==> config.mk <==
export PLATFORM = sky130hd
export DESIGN_NAME = sdram_boot_seq
export DESIGN_NICKNAME = d
export VERILOG_FILES = /design/src/rtl/sdram_boot_pkg.sv /design/src/rtl/sdram_boot_ctrl.sv /design/src/rtl/sdram_boot_dp.sv /design/src/rtl/sdram_boot_seq.sv
export SDC_FILE = /design/constraint.sdc
export NUM_CORES = 1
export LEC_CHECK = 0
export ABC_CLOCK_PERIOD_IN_PS = 2950
export BUFFER_PORTS_ARGS = -buffer_cell sky130_fd_sc_hd__buf_2
export CAP_MARGIN = 30
export CORE_MARGIN = 2
export CORE_UTILIZATION = 26
export DETAILED_ROUTE_END_ITERATION = 16
export PLACE_DENSITY = 0.4
export SKIP_LAST_GASP = 1
export SYNTH_ARGS = -nofsm -noshare
export SYNTH_HDL_FRONTEND = slang
export SYNTH_HIERARCHICAL = 1
export SYNTH_SLANG_ARGS = --single-unit
==> constraint.sdc <==
create_clock -name clk -period 2.95 [get_ports clk]
set_clock_uncertainty 0.1 [all_clocks]
set_input_delay 0.295 -clock clk [delete_from_list [all_inputs] [get_ports clk]]
set_output_delay 0.295 -clock clk [all_outputs]
set_load 0.03 [all_outputs]
==> src/rtl/sdram_boot_pkg.sv <==
package sdram_boot_pkg;

  // {csN, rasN, casN, weN}
  typedef enum logic [3:0] {
    CMD_MRS = 4'b0000,
    CMD_REF = 4'b0001,
    CMD_PRE = 4'b0010,
    CMD_NOP = 4'b0111
  } sdCmd_e;

  typedef enum logic [3:0] {
    ST_STABLE,
    ST_PRE,
    ST_TRP,
    ST_REF,
    ST_TRC,
    ST_MRS,
    ST_TMRD,
    ST_READY,
    ST_HALT
  } seqState_e;

  typedef struct packed {
    logic capture;
    logic issuePre;
    logic issueRef;
    logic issueMrs;
    logic flagErr;
    logic finish;
  } seqStrobe_t;

  function automatic logic modeLegal(input logic [2:0] casLat,
                                     input logic       burstType,
                                     input logic [2:0] burstLen);
    logic lenOk;
    logic latOk;
    lenOk = (burstLen[2] == 1'b0) || (burstLen == 3'b111 && !burstType);
    latOk = (casLat == 3'd2) || (casLat == 3'd3);
    return lenOk && latOk;
  endfunction

endpackage

==> src/rtl/sdram_boot_ctrl.sv <==
module sdram_boot_ctrl
  import sdram_boot_pkg::*;
#(
  parameter int STABLE_CYC  = 25000,
  parameter int NUM_REFRESH = 2,
  parameter int T_RP        = 3,
  parameter int T_RC        = 8,
  parameter int T_MRD       = 2
) (
  input  logic       clk,
  input  logic       rstN,
  input  logic       cfgValid,
  input  logic       cfgModeFirst,
  output seqStrobe_t stb
);

  localparam int REF_N    = (NUM_REFRESH < 2) ? 2 : NUM_REFRESH;
  localparam int STB_W    = $clog2(STABLE_CYC + 1);
  localparam int WAIT_MAX = (T_RP > T_RC) ? ((T_RP > T_MRD) ? T_RP : T_MRD)
                                          : ((T_RC > T_MRD) ? T_RC : T_MRD);
  localparam int WAIT_W   = $clog2(WAIT_MAX + 1);
  localparam int REF_W    = $clog2(REF_N + 1);

  seqState_e        state, stateNxt;
  logic [STB_W-1:0] stableCnt;
  logic [WAIT_W-1:0] waitCnt;
  logic [REF_W-1:0] refCnt;
  logic             mrsDone;
  logic             modeFirstQ;
  logic             stableLast;
  logic             waitLast;
  logic             isWait;
  logic             refsLeft;

  assign stableLast = (state == ST_STABLE) && (stableCnt == STB_W'(STABLE_CYC - 1));
  assign isWait     = (state == ST_TRP) || (state == ST_TRC) || (state == ST_TMRD);
  assign refsLeft   = (refCnt != REF_W'(REF_N));

  always_comb begin
    waitLast = 1'b0;
    case (state)
      ST_TRP:  waitLast = (waitCnt == WAIT_W'(T_RP - 1));
      ST_TRC:  waitLast = (waitCnt == WAIT_W'(T_RC - 1));
      ST_TMRD: waitLast = (waitCnt == WAIT_W'(T_MRD - 1));
      default: waitLast = 1'b0;
    endcase
  end

  always_comb begin
    stateNxt = state;
    case (state)
      ST_STABLE: if (stableLast) stateNxt = cfgValid ? ST_PRE : ST_HALT;
      ST_PRE:    stateNxt = ST_TRP;
      ST_TRP:    if (waitLast) stateNxt = modeFirstQ ? ST_MRS : ST_REF;
      ST_REF:    stateNxt = ST_TRC;
      ST_TRC:    if (waitLast) stateNxt = refsLeft ? ST_REF : (mrsDone ? ST_READY : ST_MRS);
      ST_MRS:    stateNxt = ST_TMRD;
      ST_TMRD:   if (waitLast) stateNxt = refsLeft ? ST_REF : ST_READY;
      ST_READY:  stateNxt = ST_READY;
      ST_HALT:   stateNxt = ST_HALT;
      default:   stateNxt = ST_HALT;
    endcase
  end

  always_comb begin
    stb          = '0;
    stb.capture  = stableLast;
    stb.flagErr  = stableLast && !cfgValid;
    stb.issuePre = (state == ST_PRE);
    stb.issueRef = (state == ST_REF);
    stb.issueMrs = (state == ST_MRS);
    stb.finish   = (state == ST_READY);
  end

  always_ff @(posedge clk or negedge rstN) begin
    if (!rstN) begin
      state      <= ST_STABLE;
      stableCnt  <= '0;
      waitCnt    <= '0;
      refCnt     <= '0;
      mrsDone    <= 1'b0;
      modeFirstQ <= 1'b0;
    end else begin
      state <= stateNxt;
      if (state == ST_STABLE && !stableLast) stableCnt <= stableCnt + 1'b1;
      waitCnt <= (isWait && !waitLast) ? waitCnt + 1'b1 : '0;
      if (stb.issueRef) refCnt <= refCnt + 1'b1;
      if (stb.issueMrs) mrsDone <= 1'b1;
      if (stb.capture)  modeFirstQ <= cfgModeFirst;
    end
  end

  // ready only once every refresh and the mode load are done
  p_ready_complete_r9: assert property (@(posedge clk) disable iff (!rstN)
    (state == ST_READY) |-> (refCnt == REF_W'(REF_N) && mrsDone));

  // never more refreshes than configured
  p_ref_bound_r4: assert property (@(posedge clk) disable iff (!rstN)
    stb.issueRef |-> refsLeft);

  // mode load position follows the latched order
  p_order_r5: assert property (@(posedge clk) disable iff (!rstN)
    stb.issueMrs |-> (modeFirstQ ? (refCnt == '0) : !refsLeft));

  // the error halt is permanent until reset
  p_halt_sticky_r8: assert property (@(posedge clk) disable iff (!rstN)
    (state == ST_HALT) |=> (state == ST_HALT));

endmodule

==> src/rtl/sdram_boot_dp.sv <==
module sdram_boot_dp
  import sdram_boot_pkg::*;
#(
  parameter int ADDR_W = 11,
  parameter int BA_W   = 2,
  parameter int AP_BIT = 8
) (
  input  logic              clk,
  input  logic              rstN,
  input  seqStrobe_t        stb,
  input  logic [2:0]        cfgCasLat,
  input  logic              cfgBurstType,
  input  logic [2:0]        cfgBurstLen,
  input  logic              cfgWriteSingle,
  output logic              cfgValid,
  output sdCmd_e            cmdQ,
  output logic [ADDR_W-1:0] addrQ,
  output logic [BA_W-1:0]   baQ,
  output logic              dqmQ,
  output logic              readyQ,
  output logic              errQ
);

  localparam logic [ADDR_W-1:0] AP_MASK = ADDR_W'(1) << AP_BIT;

  logic [ADDR_W-1:0] modeWord, modeWordQ;
  logic [BA_W-1:0]   modeBa, modeBaQ;

  assign cfgValid = modeLegal(cfgCasLat, cfgBurstType, cfgBurstLen);

  always_comb begin
    modeWord      = '0;
    modeWord[2:0] = cfgBurstLen;
    modeWord[3]   = cfgBurstType;
    modeWord[6:4] = cfgCasLat;
    modeBa        = '0;
    modeBa[0]     = cfgWriteSingle;
  end

  always_ff @(posedge clk or negedge rstN) begin
    if (!rstN) begin
      modeWordQ <= '0;
      modeBaQ   <= '0;
      cmdQ      <= CMD_NOP;
      addrQ     <= '0;
      baQ       <= '0;
      dqmQ      <= 1'b1;
      readyQ    <= 1'b0;
      errQ      <= 1'b0;
    end else begin
      if (stb.capture) begin
        modeWordQ <= modeWord;
        modeBaQ   <= modeBa;
      end
      if (stb.flagErr) errQ <= 1'b1;
      if (stb.finish) begin
        readyQ <= 1'b1;
        dqmQ   <= 1'b0;
      end
      if (stb.issuePre) begin
        cmdQ  <= CMD_PRE;
        addrQ <= AP_MASK;
        baQ   <= '0;
      end else if (stb.issueRef) begin
        cmdQ  <= CMD_REF;
        addrQ <= '0;
        baQ   <= '0;
      end else if (stb.issueMrs) begin
        cmdQ  <= CMD_MRS;
        addrQ <= modeWordQ;
        baQ   <= modeBaQ;
      end else begin
        cmdQ  <= CMD_NOP;
        addrQ <= '0;
        baQ   <= '0;
      end
    end
  end

  // an error keeps the pins idle and ready low
  p_err_quiet_r8: assert property (@(posedge clk) disable iff (!rstN)
    errQ |-> (cmdQ == CMD_NOP && !readyQ));

  // a mode load on the pins carries only supported latency and zero upper bits
  p_mrs_fields_r6: assert property (@(posedge clk) disable iff (!rstN)
    (cmdQ == CMD_MRS) |-> (addrQ[ADDR_W-1:7] == '0 &&
                           (addrQ[6:4] == 3'd2 || addrQ[6:4] == 3'd3)));

  // ready never falls without reset
  p_ready_sticky_r9: assert property (@(posedge clk) disable iff (!rstN)
    readyQ |=> readyQ);

  // data mask released only together with ready
  p_dqm_ready_r1: assert property (@(posedge clk) disable iff (!rstN)
    (dqmQ != readyQ));

endmodule

==> src/rtl/sdram_boot_seq.sv <==
module sdram_boot_seq
  import sdram_boot_pkg::*;
#(
  parameter int CLK_MHZ     = 125,
  parameter int STABLE_US   = 200,
  parameter int NUM_REFRESH = 2,
  parameter int T_RP        = 3,
  parameter int T_RC        = 8,
  parameter int T_MRD       = 2,
  parameter int ADDR_W      = 11,
  parameter int BA_W        = 2,
  parameter int AP_BIT      = 8
) (
  input  logic              clk,
  input  logic              rstN,
  input  logic [2:0]        cfgCasLat,
  input  logic              cfgBurstType,
  input  logic [2:0]        cfgBurstLen,
  input  logic              cfgWriteSingle,
  input  logic              cfgModeFirst,
  output logic              sdCke,
  output logic              sdCsN,
  output logic              sdRasN,
  output logic              sdCasN,
  output logic              sdWeN,
  output logic              sdDqm,
  output logic [ADDR_W-1:0] sdAddr,
  output logic [BA_W-1:0]   sdBa,
  output logic              initDone,
  output logic              cfgError
);

  localparam int STABLE_CYC = CLK_MHZ * STABLE_US;

  seqStrobe_t stb;
  logic       cfgValid;
  sdCmd_e     cmdQ;

  sdram_boot_ctrl #(
    .STABLE_CYC (STABLE_CYC),
    .NUM_REFRESH(NUM_REFRESH),
    .T_RP       (T_RP),
    .T_RC       (T_RC),
    .T_MRD      (T_MRD)
  ) uCtrl (
    .clk         (clk),
    .rstN        (rstN),
    .cfgValid    (cfgValid),
    .cfgModeFirst(cfgModeFirst),
    .stb         (stb)
  );

  sdram_boot_dp #(
    .ADDR_W(ADDR_W),
    .BA_W  (BA_W),
    .AP_BIT(AP_BIT)
  ) uDp (
    .clk           (clk),
    .rstN          (rstN),
    .stb           (stb),
    .cfgCasLat     (cfgCasLat),
    .cfgBurstType  (cfgBurstType),
    .cfgBurstLen   (cfgBurstLen),
    .cfgWriteSingle(cfgWriteSingle),
    .cfgValid      (cfgValid),
    .cmdQ          (cmdQ),
    .addrQ         (sdAddr),
    .baQ           (sdBa),
    .dqmQ          (sdDqm),
    .readyQ        (initDone),
    .errQ          (cfgError)
  );

  assign sdCke = 1'b1;
  assign {sdCsN, sdRasN, sdCasN, sdWeN} = cmdQ;

endmodule

==> results.toml, run 1 <==
[synth]
ys_ff_latch = 50
yosysSeqAreaShare_pct = 54.89
syn_area_um2 = 2288
synth_area_leader_cell = "dfrtp_1"
avgSynthCellArea_um2 = 11.62
synth_top_area_share_pct = 50.30
synthTopCellsByArea = "dfrtp_1 50%, mux2_2 4.9%, dfstp_2 4.6%, xnor2_1 3.8%, and2_1 3.0%"
yosys_warnings = 6
netlist_instances = 197
ys_types = 47

[worst_setup_path]
arrival_ns = 2.43
crit_type = "flip-flop to flip-flop"
path_delay_family = "simple AND/OR/NAND/NOR gates"
max_stage_delay_ns = 0.59
crit_slowest_cell = "or4_1"
worstPathRequired_ns = 3.04
cp_max_fo = 14
start_kind = "flip-flop"
cp.buffers_inverters = 1
cp-end-kind = "flip-flop"
cp_cell_sequence = "or4_1 -> or2_2 -> inv_1 -> mux2_2"

[drt]
drtIter0Drc = 33
routedWlPerCell_um = 12.57
drc = 0
avgViaCountPerCell = 4.382
drt-total-wl_mm = 4.210
vias = 1468
ant_nets = 0
drt_pass1_iterations = 4

[grt]
antenna_found_initial = 0
grt_pass1_wl_mm = 7.452
grt_max_degree = 39
grt_pass1_vias = 1513
gr-usage-all-layers_pct = 9.521
grt_overflow = 0

[timing]
worstMarginPinSlew_ns = 0.6335
timing.final.crit_share_pct = 79.26
fin_tns_setup_ns = 0
setup_ws_ns = 0.6117
drv_slew = 0
relSlewSlack_pct = 57.45
setup_viol = 0
rsz0062_at_grt = "no"
finalHoldViolCount = 0
fmaxAchievable_ghz = 0.4277
min_period_ns = 2.338

[pwr]
p_clk_share_pct = 31.3
switchingPower_mw = 0.3354
power.density_nw_per_um2 = 486.5
p_int_mw = 0.9344
seq_power_share_pct = 59.7
comb_power_share_pct = 9.0
vdd_drop_max_mv = 0.1933
p_leak_nw = 1.227
p_total_mw = 1.270
swShare_pct = 26.42

[clocking]
clk_path_buf_depth = 2
post_cts_buffers = 0
clk_pin_slew_worst_paths_ns = 0.09
postCtsHoldBufs = 1
cts_tree = "built"
clk-insertion-delay-late_ns = 0.30
clock_sinks = 50
root_buffer = "clkbuf_8"
cts_resized = 0
cts_made_buffers = 5
htree_levels = 2

[placement]
dp_hpwl_mm = 3.004
dpl_worst_slack_ns = 0.6150
io_buffers = 25
gp_congestion = 0.7686

[run_status]
status = "finished, final reports clean"

[die]
die_h_um = 97.82
pin_count = 32
row_count = 34
die_w_um = 97.82
core_um2 = 8636
dieArea_um2 = 9568
initial_utilization_pct = 26.50

[flow_run]
maxCapViolations = 0

[layout]
area_growth_pct = 14.05
layout.nets = 240
diodes = 0
drive_gt1_share_pct = 25.99

[hold_path]
hold_path.class = "input pin to flip-flop"
## state kept, by name, indices dropped and copies added, names as in the netlist, 2 cells and up
signal	cells
uDp/modeWordQ	7
uDp/addrQ	8
uDp/cmdQ	3
uCtrl/waitCnt	4
uCtrl/refCnt	2
uCtrl/stableCnt	15
uCtrl/state	4
## per-stage QoR
step                      instance area, um2  hold WS, ns  util (%)  cells
after floorplan                         2303      -0.1006         -    201
after global placement                  2512       0.1104     29.09    326
after CTS                               2610       0.1121     30.22    335
after global routing                    2610       0.1006     30.22    335
after detailed placement                2512       0.1116     29.09    326
final                                   2610       0.1245     30.22    335
## per-layer routing
metal | GRT usage, % | wire length (um)
met5 | 0 | 0
met4 | 2.457 | 36
met3 | 2.935 | 121
met2 | 14.27 | 1897
met1 | 13.48 | 2155
## cell usage in the layout, fill, tap and decap left out, types with 2 or more instances in the layout
| master | count |
|---|---|
| and4b_1 | 2 |
| a21oi_1 | 2 |
| ha_1 | 3 |
| nor4_1 | 4 |
| nand2b_1 | 2 |
| and3_1 | 3 |
| or2_2 | 4 |
| nor2_1 | 12 |
| nand3_1 | 9 |
| dfstp_2 | 4 |
| o21ai_0 | 5 |
| clkinvlp_4 | 2 |
| and2_1 | 11 |
| nor2b_1 | 3 |
| xor2_1 | 7 |
| dfrtp_1 | 46 |
| mux2_2 | 10 |
| buf_4 | 4 |
| nand2_1 | 7 |
| nor3b_1 | 2 |
| xnor2_1 | 10 |
| conb_1 | 6 |
| nor3_1 | 6 |
| nand4_1 | 4 |
| inv_1 | 6 |
| o21bai_1 | 2 |
| buf_2 | 25 |
| clkbuf_8 | 5 |
## layout make-up
class / count / area, um2
sequential: 50 / 1256
timing repair buffer: 30 / 165.2
tap: 108 / 135.1
inverter: 6 / 22.52
multi-input combinational: 133 / 943.4
clock inverter: 2 / 15.01
fill: 915 / 6026
clock buffer: 6 / 72.57
## cell families after synthesis
kind of cell | share of synthesized area, %
XOR/XNOR | 6.506
adder cells (fa/ha/maj) | 1.640
multiplexers | 4.921
buffers and inverters | 4.538
AO/OA/AOI/OAI | 5.085
AND/OR/NAND/NOR | 22.09
other | 0.3282
flip-flops | 54.89
## cell usage after synthesis (all sizes together)
cell type,number
a211oi,1
nand3b,1
o311a,1
o41ai,1
clkbuf,2
nor3b,3
xor2,7
nand2,7
dfstp,4
xnor2,10
o21bai,2
or3b,1
and2,11
or3,1
buf,10
o32a,1
and3,3
o31ai,1
nor2,12
nand3,9
inv,6
a21oi,2
nor4,5
nand2b,2
or4,1
ha,3
or2,4
dfrtp,46
or2b,1
nor4bb,1
o21ai,5
a22oi,1
conb,2
and4b,2
a31oi,1
nor3,6
and3b,1
nor2b,3
mux2,10
nand4,6
o311ai,1
## power by group through the flow
stage	Sequential [mW]	Clock, mW	Combinational [mW]
2_1_floorplan	0.761	0	0.0885
3_3_place_gp	0.773	0	0.115
3_5_place_dp	0.773	0	0.115
4_1_cts	0.760	0.421	0.117
5_1_grt	0.766	0.454	0.129
6_report	0.758	0.398	0.114
## worst paths after layout
path	start	endpoint	slack, ns	cells after the start
setup / recovery	uCtrl/state[1]	uDp/modeWordQ[6]	0.61	4
hold / removal	cfgWriteSingle	uDp/modeBaQ[0]	0.12	2
setup reg to reg	uCtrl/state[1]	uDp/modeWordQ[6]	0.61	4
hold reg to reg	uCtrl/stableCnt[14]	uCtrl/stableCnt[14]	0.37	1
max in group asynchronous	rstN	uDp/cmdQ[1]	1.63	3
min in group asynchronous	rstN	uCtrl/stableCnt[12]	0.30	2
## worst reg2reg max path, delay by kind of cell (launching register included)
family	cells	cell delay, ns
buffers and inverters	1	0.28
DFF	1	0.54
muxes	1	0.38
and+or+nand+nor	2	0.93
Power figures use the tool's default switching activity.
==> run 2, diff against run 1 <==
Settings changed: ABC_CLOCK_PERIOD_IN_PS 2950 to 2130, PLACE_DENSITY 0.4 to 0.42.
Clock period 2.95 ns to 2.13 ns, I/O delays scaled along.
==> results.toml, run 2 (synthesized netlist as in run 1, its figures left out) <==
[run_status]
status = "finished, final reports clean"

[hold_path]
hold_path.class = "input pin to flip-flop"
hp-start = "cfgCasLat[0]"
hold_path_depth = 2
hold-path-endpoint = "uDp/modeWordQ[4]"

[timing]
setup_ws_ns = 0.1215
fin_tns_setup_ns = 0
relSlewSlack_pct = 60.20
setup_viol = 0
fmaxAchievable_ghz = 0.4979
drv_slew = 0
timing.final.crit_share_pct = 94.29
finalHoldViolCount = 0
rsz0062_at_grt = "no"
worstMarginPinSlew_ns = 0.5896
min_period_ns = 2.008

[worst_setup_path]
r2r_cells = 6
crit_type = "flip-flop to flip-flop"
cp-end-kind = "flip-flop"
r2r_start = "uCtrl/stableCnt[4]"
r2r_setup_slack_ns = 0.12
start_kind = "flip-flop"
worstPathRequired_ns = 2.22
cp_max_fo = 9
reg2reg_to = "uCtrl/modeFirstQ"
arrival_ns = 2.10

[layout]
most-common-layout-cells = "46 x dfrtp_1, 25 x buf_2, 12 x nor2_1"
drive_gt1_share_pct = 29.36
diodes = 0
layout.nets = 248
layout_commonest_cell = "dfrtp_1"
area_growth_pct = 19.08
largest_reg_flops = 15
regMostFlops = "uCtrl/stableCnt"
reg.largest.list = "uCtrl/stableCnt x15, uDp/addrQ x8, uDp/modeWordQ x7"
final_util_pct = 31.56

[die]
pin_count = 32
die_w_um = 97.82
initial_utilization_pct = 26.50
dieArea_um2 = 9568
core_um2 = 8636
row_count = 34
die_h_um = 97.82

[flow_run]
maxCapViolations = 0

[grt]
gr-usage-all-layers_pct = 10.31
grt_pass1_wl_mm = 8.024
grt_pass1_vias = 1630
antenna_found_initial = 0
grt_overflow = 0
grt_max_degree = 28

[clocking]
clk-insertion-delay-late_ns = 0.30
clk_path_buf_depth = 2
clk_pin_slew_worst_paths_ns = 0.09
cts_made_buffers = 5
clock_sinks = 50
htree_levels = 2
post_cts_buffers = 0
cts_tree = "built"
root_buffer = "clkbuf_8"

[pwr]
vdd_drop_max_mv = 0.2956
power.density_nw_per_um2 = 696.0
p_leak_nw = 1.299

[drt]
routedWlPerCell_um = 12.76
drt_pass1_iterations = 4
drtIter0Drc = 63
vias = 1533
drt-total-wl_mm = 4.378
avgViaCountPerCell = 4.469
drc = 0
ant_nets = 0

[placement]
dp_hpwl_mm = 3.109
gp_congestion = 0.8031
dpl_worst_slack_ns = 0.1470
io_buffers = 25
## run 2: repair_timing
action | in CTS | in global routing
setup endpoints to repair | 0 | 9
hold endpoints to repair | 21 | 0
resized for setup | 0 | 1
hold buffers | 1 | 0
## run 2: how the worst max path moves through the flow
| stage | from | end | cells past startpoint |
|---|---|---|---|
| after floorplan | uCtrl/state[0] | uDp/modeBaQ[0] | 7 |
| after global placement | uCtrl/stableCnt[10] | uDp/modeWordQ[5] | 6 |
| after detailed placement | uCtrl/stableCnt[10] | uDp/modeWordQ[2] | 6 |
| after CTS | uCtrl/stableCnt[10] | uCtrl/modeFirstQ | 6 |
| after global routing | uCtrl/stableCnt[4] | uDp/modeWordQ[0] | 6 |
| final | uCtrl/stableCnt[4] | uCtrl/modeFirstQ | 6 |
## run 2: report_power, final
part           internal (mW)  switching, mW  leakage [nW]
sequential             0.995         0.0423         0.668
clock                  0.346          0.318        0.0579
combinational         0.0832          0.112         0.574
total                   1.42          0.472          1.30
## run 2: cell type report
class	instances	area [um2]
Inverter	6	22.52
Multi-Input combinational cell	133	952.2
Sequential cell	50	1256
Tap cell	108	135.1
Clock buffer	5	68.82
Clock inverter	3	40.04
Timing Repair Buffer	38	250.2
Fill cell	900	5911
## run 2: metal layers
layer  global-route usage [%]  part of all wire (%)  up-vias  routed length (um)
met3                    2.863                   3.6        8                 158
li1                         -                     -      743                   -
met1                    14.37                    50      759                2172
met4                    3.526                   1.6        0                  68
met5                        0                     0        -                   0
met2                    15.54                    45       23                1978
## run 2: worst max-delay path, stage by stage (launching register included)
cell and delay (ns):
dfrtp_1 0.44, nor4bb_1 0.37, nand4_2 0.16, or2_4 0.27
inv_1 0.09, buf_12 0.13, mux2_2 0.33
## run 2: metrics by stage
step,std cells,hold WS [ns],total power [mW],cell area [um2]
final,343,0.04672,1.897,2725
after global routing,343,0.03129,2.016,2725
after CTS,343,0.03242,1.938,2719
after detailed placement,334,0.1654,1.254,2600
after global placement,334,0.1623,1.253,2600
after floorplan,201,-0.1826,1.177,2308
